**src/rtl/rx_trig_pkg.sv**
```systemverilog
package rx_trig_pkg;

    typedef enum logic {
        MODE_HOLD = 1'b0,
        MODE_FIFO = 1'b1
    } rx_mode_e;

endpackage

```
**src/rtl/rx_fifo_mem.sv**
```systemverilog
module rx_fifo_mem #(
    parameter int DEPTH  = 128,
    parameter int DATA_W = 8,
    localparam int ADDR_W = $clog2(DEPTH)
) (
    input  logic              clk,
    input  logic              wr_en,
    input  logic [ADDR_W-1:0] wr_addr,
    input  logic [DATA_W-1:0] wr_data,
    input  logic [ADDR_W-1:0] rd_addr,
    output logic [DATA_W-1:0] rd_data
);

    logic [DATA_W-1:0] store_q [DEPTH];

    always_ff @(posedge clk) begin
        if (wr_en) begin
            store_q[wr_addr] <= wr_data;
        end
    end

    assign rd_data = store_q[rd_addr];

endmodule

```
**src/rtl/rx_fifo_ctrl.sv**
```systemverilog
module rx_fifo_ctrl
    import rx_trig_pkg::*;
#(
    parameter int DEPTH = 128,
    localparam int ADDR_W = $clog2(DEPTH),
    localparam int CNT_W  = $clog2(DEPTH + 1)
) (
    input  logic              clk,
    input  logic              rst_n,
    input  logic              fifo_en,
    input  logic              push_valid,
    input  logic              pop,
    input  logic              status_rd,
    output logic              wr_en,
    output logic [ADDR_W-1:0] wr_addr,
    output logic [ADDR_W-1:0] rd_addr,
    output logic [CNT_W-1:0]  count,
    output logic              full,
    output logic              empty,
    output logic              overrun
);

    typedef struct packed {
        logic [ADDR_W-1:0] wr;
        logic [ADDR_W-1:0] rd;
        logic [CNT_W-1:0]  cnt;
        logic              ovr;
        rx_mode_e          mode;
    } ctrl_st_t;

    ctrl_st_t st_d, st_q;

    rx_mode_e         mode_now;
    logic [CNT_W-1:0] cap;
    logic             flush, at_cap, do_pop, do_push, drop;

    function automatic logic [ADDR_W-1:0] adv(input logic [ADDR_W-1:0] p);
        return (p == ADDR_W'(DEPTH - 1)) ? '0 : p + 1'b1;
    endfunction

    always_comb begin
        mode_now = fifo_en ? MODE_FIFO : MODE_HOLD;
        cap      = (mode_now == MODE_FIFO) ? CNT_W'(DEPTH) : CNT_W'(1);
        flush    = (mode_now != st_q.mode);
        at_cap   = (st_q.cnt >= cap);
        do_pop   = pop && (st_q.cnt != '0) && !flush;
        do_push  = push_valid && !flush && (!at_cap || do_pop);
        drop     = push_valid && !flush && !do_push;

        st_d      = st_q;
        st_d.mode = mode_now;
        if (flush) begin
            st_d.wr  = '0;
            st_d.rd  = '0;
            st_d.cnt = '0;
        end else begin
            if (do_push) st_d.wr = adv(st_q.wr);
            if (do_pop)  st_d.rd = adv(st_q.rd);
            case ({do_push, do_pop})
                2'b10:   st_d.cnt = st_q.cnt + 1'b1;
                2'b01:   st_d.cnt = st_q.cnt - 1'b1;
                default: st_d.cnt = st_q.cnt;
            endcase
        end
        if (drop) begin
            st_d.ovr = 1'b1;
        end else if (status_rd) begin
            st_d.ovr = 1'b0;
        end
    end

    always_ff @(posedge clk or negedge rst_n) begin
        if (!rst_n) begin
            st_q <= '{wr: '0, rd: '0, cnt: '0, ovr: 1'b0, mode: MODE_HOLD};
        end else begin
            st_q <= st_d;
        end
    end

    assign wr_en   = do_push;
    assign wr_addr = st_q.wr;
    assign rd_addr = st_q.rd;
    assign count   = st_q.cnt;
    assign full    = at_cap;
    assign empty   = (st_q.cnt == '0);
    assign overrun = st_q.ovr;

endmodule

```
**src/rtl/rx_trig_cmp.sv**
```systemverilog
module rx_trig_cmp #(
    parameter int CNT_W = 8
) (
    input  logic [CNT_W-1:0] count,
    input  logic [CNT_W-1:0] trig_level,
    input  logic             fifo_en,
    input  logic             rx_irq_en,
    output logic             irq
);

    logic [CNT_W-1:0] thr;

    always_comb begin
        if (!fifo_en || (trig_level == '0)) begin
            thr = CNT_W'(1);
        end else begin
            thr = trig_level;
        end
        irq = rx_irq_en && (count >= thr);
    end

endmodule

```
**src/rtl/rx_trig_fifo.sv**
```systemverilog
module rx_trig_fifo #(
    parameter int DEPTH  = 128,
    parameter int DATA_W = 8,
    localparam int ADDR_W = $clog2(DEPTH),
    localparam int CNT_W  = $clog2(DEPTH + 1)
) (
    input  logic              clk,
    input  logic              rst_n,
    input  logic              fifo_en,
    input  logic              rx_irq_en,
    input  logic [CNT_W-1:0]  trig_level,
    input  logic              push_valid,
    input  logic [DATA_W-1:0] push_data,
    input  logic              pop,
    output logic [DATA_W-1:0] rd_data,
    input  logic              status_rd,
    output logic [CNT_W-1:0]  level,
    output logic              empty,
    output logic              full,
    output logic              data_ready,
    output logic              overrun,
    output logic              rda_irq
);

    logic              wr_en;
    logic [ADDR_W-1:0] wr_addr, rd_addr;
    logic [CNT_W-1:0]  count;
    logic              empty_i;

    rx_fifo_ctrl #(.DEPTH(DEPTH)) u_ctrl (
        .clk       (clk),
        .rst_n     (rst_n),
        .fifo_en   (fifo_en),
        .push_valid(push_valid),
        .pop       (pop),
        .status_rd (status_rd),
        .wr_en     (wr_en),
        .wr_addr   (wr_addr),
        .rd_addr   (rd_addr),
        .count     (count),
        .full      (full),
        .empty     (empty_i),
        .overrun   (overrun)
    );

    rx_fifo_mem #(.DEPTH(DEPTH), .DATA_W(DATA_W)) u_mem (
        .clk    (clk),
        .wr_en  (wr_en),
        .wr_addr(wr_addr),
        .wr_data(push_data),
        .rd_addr(rd_addr),
        .rd_data(rd_data)
    );

    rx_trig_cmp #(.CNT_W(CNT_W)) u_cmp (
        .count     (count),
        .trig_level(trig_level),
        .fifo_en   (fifo_en),
        .rx_irq_en (rx_irq_en),
        .irq       (rda_irq)
    );

    assign level      = count;
    assign empty      = empty_i;
    assign data_ready = !empty_i;

endmodule

```
**config.mk**
```make
export PLATFORM = sky130hd
export DESIGN_NAME = rx_trig_fifo
export DESIGN_NICKNAME = d
export VERILOG_FILES = /design/src/rtl/rx_trig_pkg.sv /design/src/rtl/rx_fifo_mem.sv /design/src/rtl/rx_fifo_ctrl.sv /design/src/rtl/rx_trig_cmp.sv /design/src/rtl/rx_trig_fifo.sv
export SDC_FILE = /design/constraint.sdc
export NUM_CORES = 1
export LEC_CHECK = 0
export BUFFER_PORTS_ARGS = -buffer_cell sky130_fd_sc_hd__buf_4
export CAP_MARGIN = 10
export CELL_PAD_IN_SITES_DETAIL_PLACEMENT = 0
export CELL_PAD_IN_SITES_GLOBAL_PLACEMENT = 1
export CORE_MARGIN = 2
export CORE_UTILIZATION = 45
export CTS_CLUSTER_DIAMETER = 80
export DETAILED_ROUTE_END_ITERATION = 8
export GPL_TIMING_DRIVEN = 0
export HOLD_SLACK_MARGIN = 0.08
export PLACE_DENSITY_LB_ADDON = 0.3
export SETUP_SLACK_MARGIN = 0.5
export SLEW_MARGIN = 20
export SYNTH_ARGS = -nofsm -noshare
export SYNTH_HDL_FRONTEND = slang
export SYNTH_SLANG_ARGS = --single-unit
```
**constraint.sdc**
```tcl
create_clock -name clk -period 4.6 [get_ports clk]
set_input_delay 0.23 -clock clk [delete_from_list [all_inputs] [get_ports clk]]
set_output_delay 0.23 -clock clk [all_outputs]
set_load 0.005 [all_outputs]
```
==> metrics, run 1 <==
leakage roughly 0.015 uW; via count 21376; syn_area_per_cell slightly below 20 um^2; clock share of power 36.9%; starting DRC count in detailed routing around 2900; Vias/cell between 6 and 7; via count of the first global-routing pass about 21000; Max FO, Critical Path 10; Synth Warn # 0; core area around 91000 um^2; Primary FF master, synth edfxtp_1; antenna violations before repair 2; placer congestion estimate approximately 0.9; synth top area cells edfxtp_1 74%, mux4_2 10%, mux2_2 1.7%; Hold Path Class primary input to flop; CP startpoint kind flop; part of the cycle the worst path needs 90.0%; crit path DAT approximately 4400 ps; final setup violation count 0; Worst-Margin Slew 1180 ps; post-detail-place hpwl ~68000 um; # DRC 0; Power per Cell Area between 400 and 500 nW/um^2; synthesized instance count approximately 2100; GRT Util Overall a little under a quarter; Logic pwr share approximately 15%; mapped cell area 41400 um^2; row count 111; Max Slew Vio Count 0; antenna-violating nets left 0; Syn Nets about 2100; Netlist cell types between 60 and 70; Max-Cap Viols 0; sequential element share of the synthesized area 75.7%; share of the synthesized area in the top cell type approximately three quarters; setup repair after global routing missed its margin true; area grow syn2layout 13.9%; routed length per placed instance roughly 30 um; top cells by count, synth 1024 x edfxtp_1, 185 x mux4_2, 167 x nor2_1; CTS tree built; kind of critical path flop to flop; die span in x 307 um; largest net degree at the start of global routing around 130; critical path required time about 4900 ps; Total Nets Final approximately 2300; most common cell in the netlist edfxtp_1; Clock Skew between 20 and 25 ps; global-route wire length before repair 152000 um; min cycle time layout ~4100 ps; Final Hold Fails 0; leading area contributor after synthesis edfxtp_1; CTS buffer count 102; CTS Root Cell clkbuf_16; NetSw 5570 uW; Pre-antenna DRT Iters 6; EDFF count, synth between 1000 and 1500; Initial Util about 45%; clock buffer depth 3; Post-Route WL ~110000 um; H-tree levels 3; Slew headroom a little over a fifth; Die Y ~310 um; Achievable Freq 241 MHz; CTS clk-pin slew, worst paths 60 ps; Worst VDD drop between 0.3 and 0.4 mV; clk sinks 1048; sw frac roughly a quarter; Die ar. around 94000 um^2; number of synthesized register bits approximately 1000; sequential power share a little under half; layout cells sized above 1 about a quarter; n_diodes 0; status finished, final reports clean; setup TNS 0 ps; Worst setup EP type flop; gr ovfl total 0; Ports 44; Async SR Flop Fraction 2.29%; PortBufs 42; internal power between 15000 and 20000 uW; later-pin clock latency in the skew report between 600 and 700 ps; total power draw roughly 22000 uW
[flip-flops by register name, indices dropped and copies added (netlist names)]
register / count
u_ctrl.overrun: 1
u_ctrl.wr_addr: 7
u_mem.store_q: 1024
u_ctrl.rd_addr: 7
u_ctrl.count: 8
u_ctrl.st_q: 1
[metrics by stage]
step                      worst slack [ps]  std cells  hold WS, ps  instance area, um^2  util [%]
after floorplan                       1290       2097        -65.6                41400         -
after global placement                46.4       3325          164                43200      47.3
after detailed placement              38.0       3328          176                43300      47.3
after CTS                              405       3522          137                46800      51.2
after global routing                   386       3531          208                47100      51.6
final                                  459       3531          174                47100      51.6
[power by group through the flow]
stage / Sequential (uW) / Clock [uW] / Combinational, uW
final: 10600 / 8190 / 3330
after global routing: 10700 / 8660 / 3520
after CTS: 10700 / 8290 / 3300
after detailed placement: 10900 / 0 / 3210
after global placement: 10900 / 0 / 3180
after floorplan: 10800 / 0 / 1960
[cell type report]
cell class                 count  area [um^2]
sequential                  1048        31400
timing repair buffer          60          553
clock inverter                57          559
multi-input combinational    909         9670
clock buffer                 131         2690
fill                        7269        44200
buffer                       133          813
inverter                       7         26.3
tap                         1186         1480
[cells in the final DEF (no fill, tap or decap), types with 24 or more instances in the layout]
| cell type | n |
|---|---|
| a22oi_1 | 78 |
| nor2_2 | 59 |
| mux2i_1 | 66 |
| mux2_2 | 64 |
| buf_2 | 26 |
| o22ai_1 | 24 |
| nor2_1 | 107 |
| edfxtp_1 | 1024 |
| nand2_1 | 38 |
| buf_4 | 58 |
| clkbuf_16 | 102 |
| clkbuf_1 | 63 |
| o21ai_0 | 36 |
| a21oi_1 | 26 |
| mux4_2 | 185 |
[critical path, cell delays in order, from the launching register on]
cell	delay (ps)
dfrtp_1	460
nor4_4	460
nand4b_1	160
a21oi_2	470
o21ba_1	210
buf_4	180
nand3_1	580
buf_2	570
nor2_1	650
[timing repair]
item / in CTS / in global routing
hold buffers: 6 / 2
hold endpoints to repair: 28 / 64
resized for setup: 79 / 81
endpoints found under the setup margin: 313 / 418
pin swaps: 3 / 2
buffers inserted: 0 / 4
[cell families after synthesis]
| group | share of synthesized area, % |
|---|---|
| simple gates | 3.08 |
| fa+ha+maj | 0.592 |
| mux | 13.8 |
| compound gates | 4.85 |
| xor+xnor | 0.275 |
| buf+inv | 1.65 |
| flops | 75.7 |
[routing by layer]
layer | global-route usage [%] | wire length, um
met1 | 31.7 | 44000
met2 | 36.4 | 51600
met3 | 4.07 | 8250
met4 | 6.81 | 2900
met5 | 0 | 0
[path summary, 6_finish.rpt]
kind                                          to  cells after the start            start  slack, ps
setup / recovery           u_mem.store_q[113][7]                      8  u_ctrl.count[2]        460
hold / removal             u_mem.store_q[114][5]                      1     push_data[5]        170
setup reg to reg           u_mem.store_q[113][7]                      8  u_ctrl.count[2]        460
hold reg to reg                   u_ctrl.overrun                      2   u_ctrl.overrun        540
max in group asynchronous      u_ctrl.rd_addr[1]                      4            rst_n       3820
min in group asynchronous        u_ctrl.count[1]                      4            rst_n        590
No activity file was read; power rests on OpenSTA's default activity.
==> inputs of run 2 (changes only) <==
--- a/config.mk
+++ b/config.mk
@@ -7,15 +7,15 @@
 export LEC_CHECK = 0
 export BUFFER_PORTS_ARGS = -buffer_cell sky130_fd_sc_hd__buf_4
 export CAP_MARGIN = 10
-export CELL_PAD_IN_SITES_DETAIL_PLACEMENT = 0
-export CELL_PAD_IN_SITES_GLOBAL_PLACEMENT = 1
+export CELL_PAD_IN_SITES_DETAIL_PLACEMENT = 1
+export CELL_PAD_IN_SITES_GLOBAL_PLACEMENT = 2
 export CORE_MARGIN = 2
 export CORE_UTILIZATION = 45
 export CTS_CLUSTER_DIAMETER = 80
 export DETAILED_ROUTE_END_ITERATION = 8
 export GPL_TIMING_DRIVEN = 0
 export HOLD_SLACK_MARGIN = 0.08
-export PLACE_DENSITY_LB_ADDON = 0.3
+export PLACE_DENSITY = 0.84
 export SETUP_SLACK_MARGIN = 0.5
 export SLEW_MARGIN = 20
 export SYNTH_ARGS = -nofsm -noshare
==> run 2 against run 1 <==
Compared with the run above: count of clock-buffer cells in the layout increased by 13; worst hold slack worse by 5.4 ps; non-clock buffer count grew 2; final area is 0.61% higher; critical path depth rose by 1; global-route usage increased by 1.6 points; setup slack lost 31 ps; first-iteration DRC count is 2.7% lower; clock power up 7.9%; cell count increased by 0.28%; register-to-register slack worse by 30 ps; largest cell class unchanged.
==> metrics, run 2 (same netlist as run 1, synthesis figures left out) <==
status finished, final reports clean; clock buffer depth 3 (unchanged); crit path DAT 4470 ps (+40 ps); CP max-delay cell nor2_1; Die ar. 94500 um^2 (unchanged); Power per Cell Area 483 nW/um^2 (+2.8%); via count 22093 (+3.4%); max incr delay on CP 720 ps (+70 ps); later-pin clock latency in the skew report 680 ps (about the same); max FFs per register 1024 (unchanged); layout cells sized above 1 26.7% (-0.029 points); Total Nets Final 2309 (+0.26%); Max Slew Vio Count 0 (unchanged); Placed Cells 3327 (-0.030%); n_diodes 0 (unchanged); Post-Route WL 114000 um (+7.1%); GRT Util Overall 24.2% (+1.6 points); number of buffers and inverters on the critical path 3 (+1); crit-path leading delay family simple AND/OR/NAND/NOR gates; starting DRC count in detailed routing 2803 (-2.7%); leakage 0.0147 uW (+1.1%); Ports 44 (unchanged); part of the cycle the worst path needs 90.7% (+0.68 points); Hold Path Class primary input to flop; Worst VDD drop 0.269 mV (-17%); Vias/cell 6.24 (+3.1%); via count of the first global-routing pass 23272 (+8.6%); Max-Cap Viols 0 (unchanged); final setup violation count 0 (unchanged); # DRC 0 (unchanged); DP Area 43300 um^2 (about the same); die span in x 307 um (unchanged); Worst setup EP type flop; CTS tree built; min cycle time layout 4170 ps (+31.5 ps); Biggest register u_mem.store_q; Initial Util 45.3% (unchanged); Pre-antenna DRT Iters 5 (-1); row count 111 (unchanged); setup TNS 0 ps (unchanged); worst path cell trace inv_1 > ha_1 > nand4b_1 > a21oi_2 > o21ba_1 > buf_4 > nand4b_2 > buf_2 > nor2_1; CTS clk-pin slew, worst paths 60 ps (about the same); clk sinks 1048 (unchanged); Worst-Margin Slew 1140 ps (-43.3 ps); most frequent cells in the layout 1024 x edfxtp_1, 185 x mux4_2, 125 x nor2_1; CTS buffer count 106 (+3.9%); Design Area, Final 47400 um^2 (+0.61%); global-route wire length before repair 165000 um (+8.4%); Final Hold Fails 0 (unchanged); antenna violations before repair 0 (-2); Non-Filler Instances 3541 (+0.28%); worst slack, placed 102 ps (+63.8 ps); Worst Setup Slack, final 427 ps (-31.5 ps); Die Y 307 um (unchanged); core area 91400 um^2 (unchanged); kind of critical path flop to flop; Max FO, Critical Path 10 (unchanged); routed length per placed instance 32.3 um (+6.8%); gr ovfl total 0 (unchanged); CP startpoint kind flop; Slew headroom 24.2% (+2.9 points); placer congestion estimate 0.944 (+4.4%); final hold slack 169 ps (-5.40 ps); PortBufs 42 (unchanged); antenna-violating nets left 0 (unchanged); post-detail-place hpwl 70800 um (+4.5%); Clock Skew 24.7 ps (+2.16 ps); commonest non-fill, non-tap cell in the layout edfxtp_1; H-tree levels 3 (unchanged); critical path required time 4890 ps (about the same); CTS Root Cell clkbuf_16; largest net degree at the start of global routing 129 (unchanged); Achievable Freq 240 MHz (-0.75%); setup repair after global routing missed its margin true; area grow syn2layout 14.6%
[run 2: changes by cell type in the layout (fill, tap and decap cells not counted), sizes merged]
cell	previous run	this run
buf	117	122
bufinv	9	12
clkbuf	200	208
clkinv	37	33
clkinvlp	4	7
dlygate4sd3	7	9
inv	14	7
[run 2: path summary, 6_finish.rpt]
| kind | startpoint | endpoint | slack, ps | depth (start not counted) |
|---|---|---|---|---|
| max | u_ctrl.count[0] | u_mem.store_q[53][6] | 430 | 9 |
| min | push_data[2] | u_mem.store_q[16][2] | 170 | 1 |
| max reg2reg | u_ctrl.count[0] | u_mem.store_q[53][6] | 430 | 9 |
| min reg2reg | u_ctrl.count[4] | u_ctrl.count[4] | 670 | 2 |
| max in group asynchronous | rst_n | u_ctrl.wr_addr[0] | 3880 | 4 |
| min in group asynchronous | rst_n | u_ctrl.count[2] | 560 | 4 |
[run 2: layout make-up]
cell class                 instances  area [um^2]
buffer                           133          808
clock buffer                     144         2960
clock inverter                    52          563
fill                            8139        43900
inverter                           7         26.3
multi-input combinational        909         9660
sequential                      1048        31400
tap                             1186         1480
timing repair buffer              62          586
[run 2: metrics by stage]
step / power [uW] / util, %
2_1_floorplan: 12800 / -
3_3_place_gp: 14000 / 47.3
3_5_place_dp: 14100 / 47.3
4_1_cts: 22900 / 51.6
5_1_grt: 23500 / 51.9
6_report: 22900 / 51.9
[run 2: worst register-to-register path: stages (launching register included)]
cell	delay [ps]
dfrtp_1	490
inv_1	110
ha_1	270
nand4b_1	190
a21oi_2	360
o21ba_1	260
buf_4	210
nand4b_2	580
buf_2	600
nor2_1	740
[run 2: timing repair]
action | in CTS | in global routing
pin swaps | 3 | 3
setup endpoints to repair | 425 | 266
setup buffers | 0 | 5
hold endpoints to repair | 27 | 100
hold buffers | 7 | 3
resized for setup | 97 | 46
[run 2: report_power, final]
group | total [uW] | leakage, uW | internal, uW | switching [uW]
logic | 3430 | 0.00343 | 1430 | 2000
registers | 10700 | 0.00953 | 10500 | 110
clock network | 8840 | 0.00171 | 5170 | 3670
[run 2: layer usage]
| layer | part of all wire, % | up-vias | GRT usage (%) |
|---|---|---|---|
| li1 | - | 9019 | - |
| met1 | 39 | 11682 | 32.5 |
| met2 | 48 | 1135 | 39.1 |
| met3 | 8.5 | 257 | 5.01 |
| met4 | 4.1 | 0 | 9.61 |
| met5 | 0 | - | 0 |
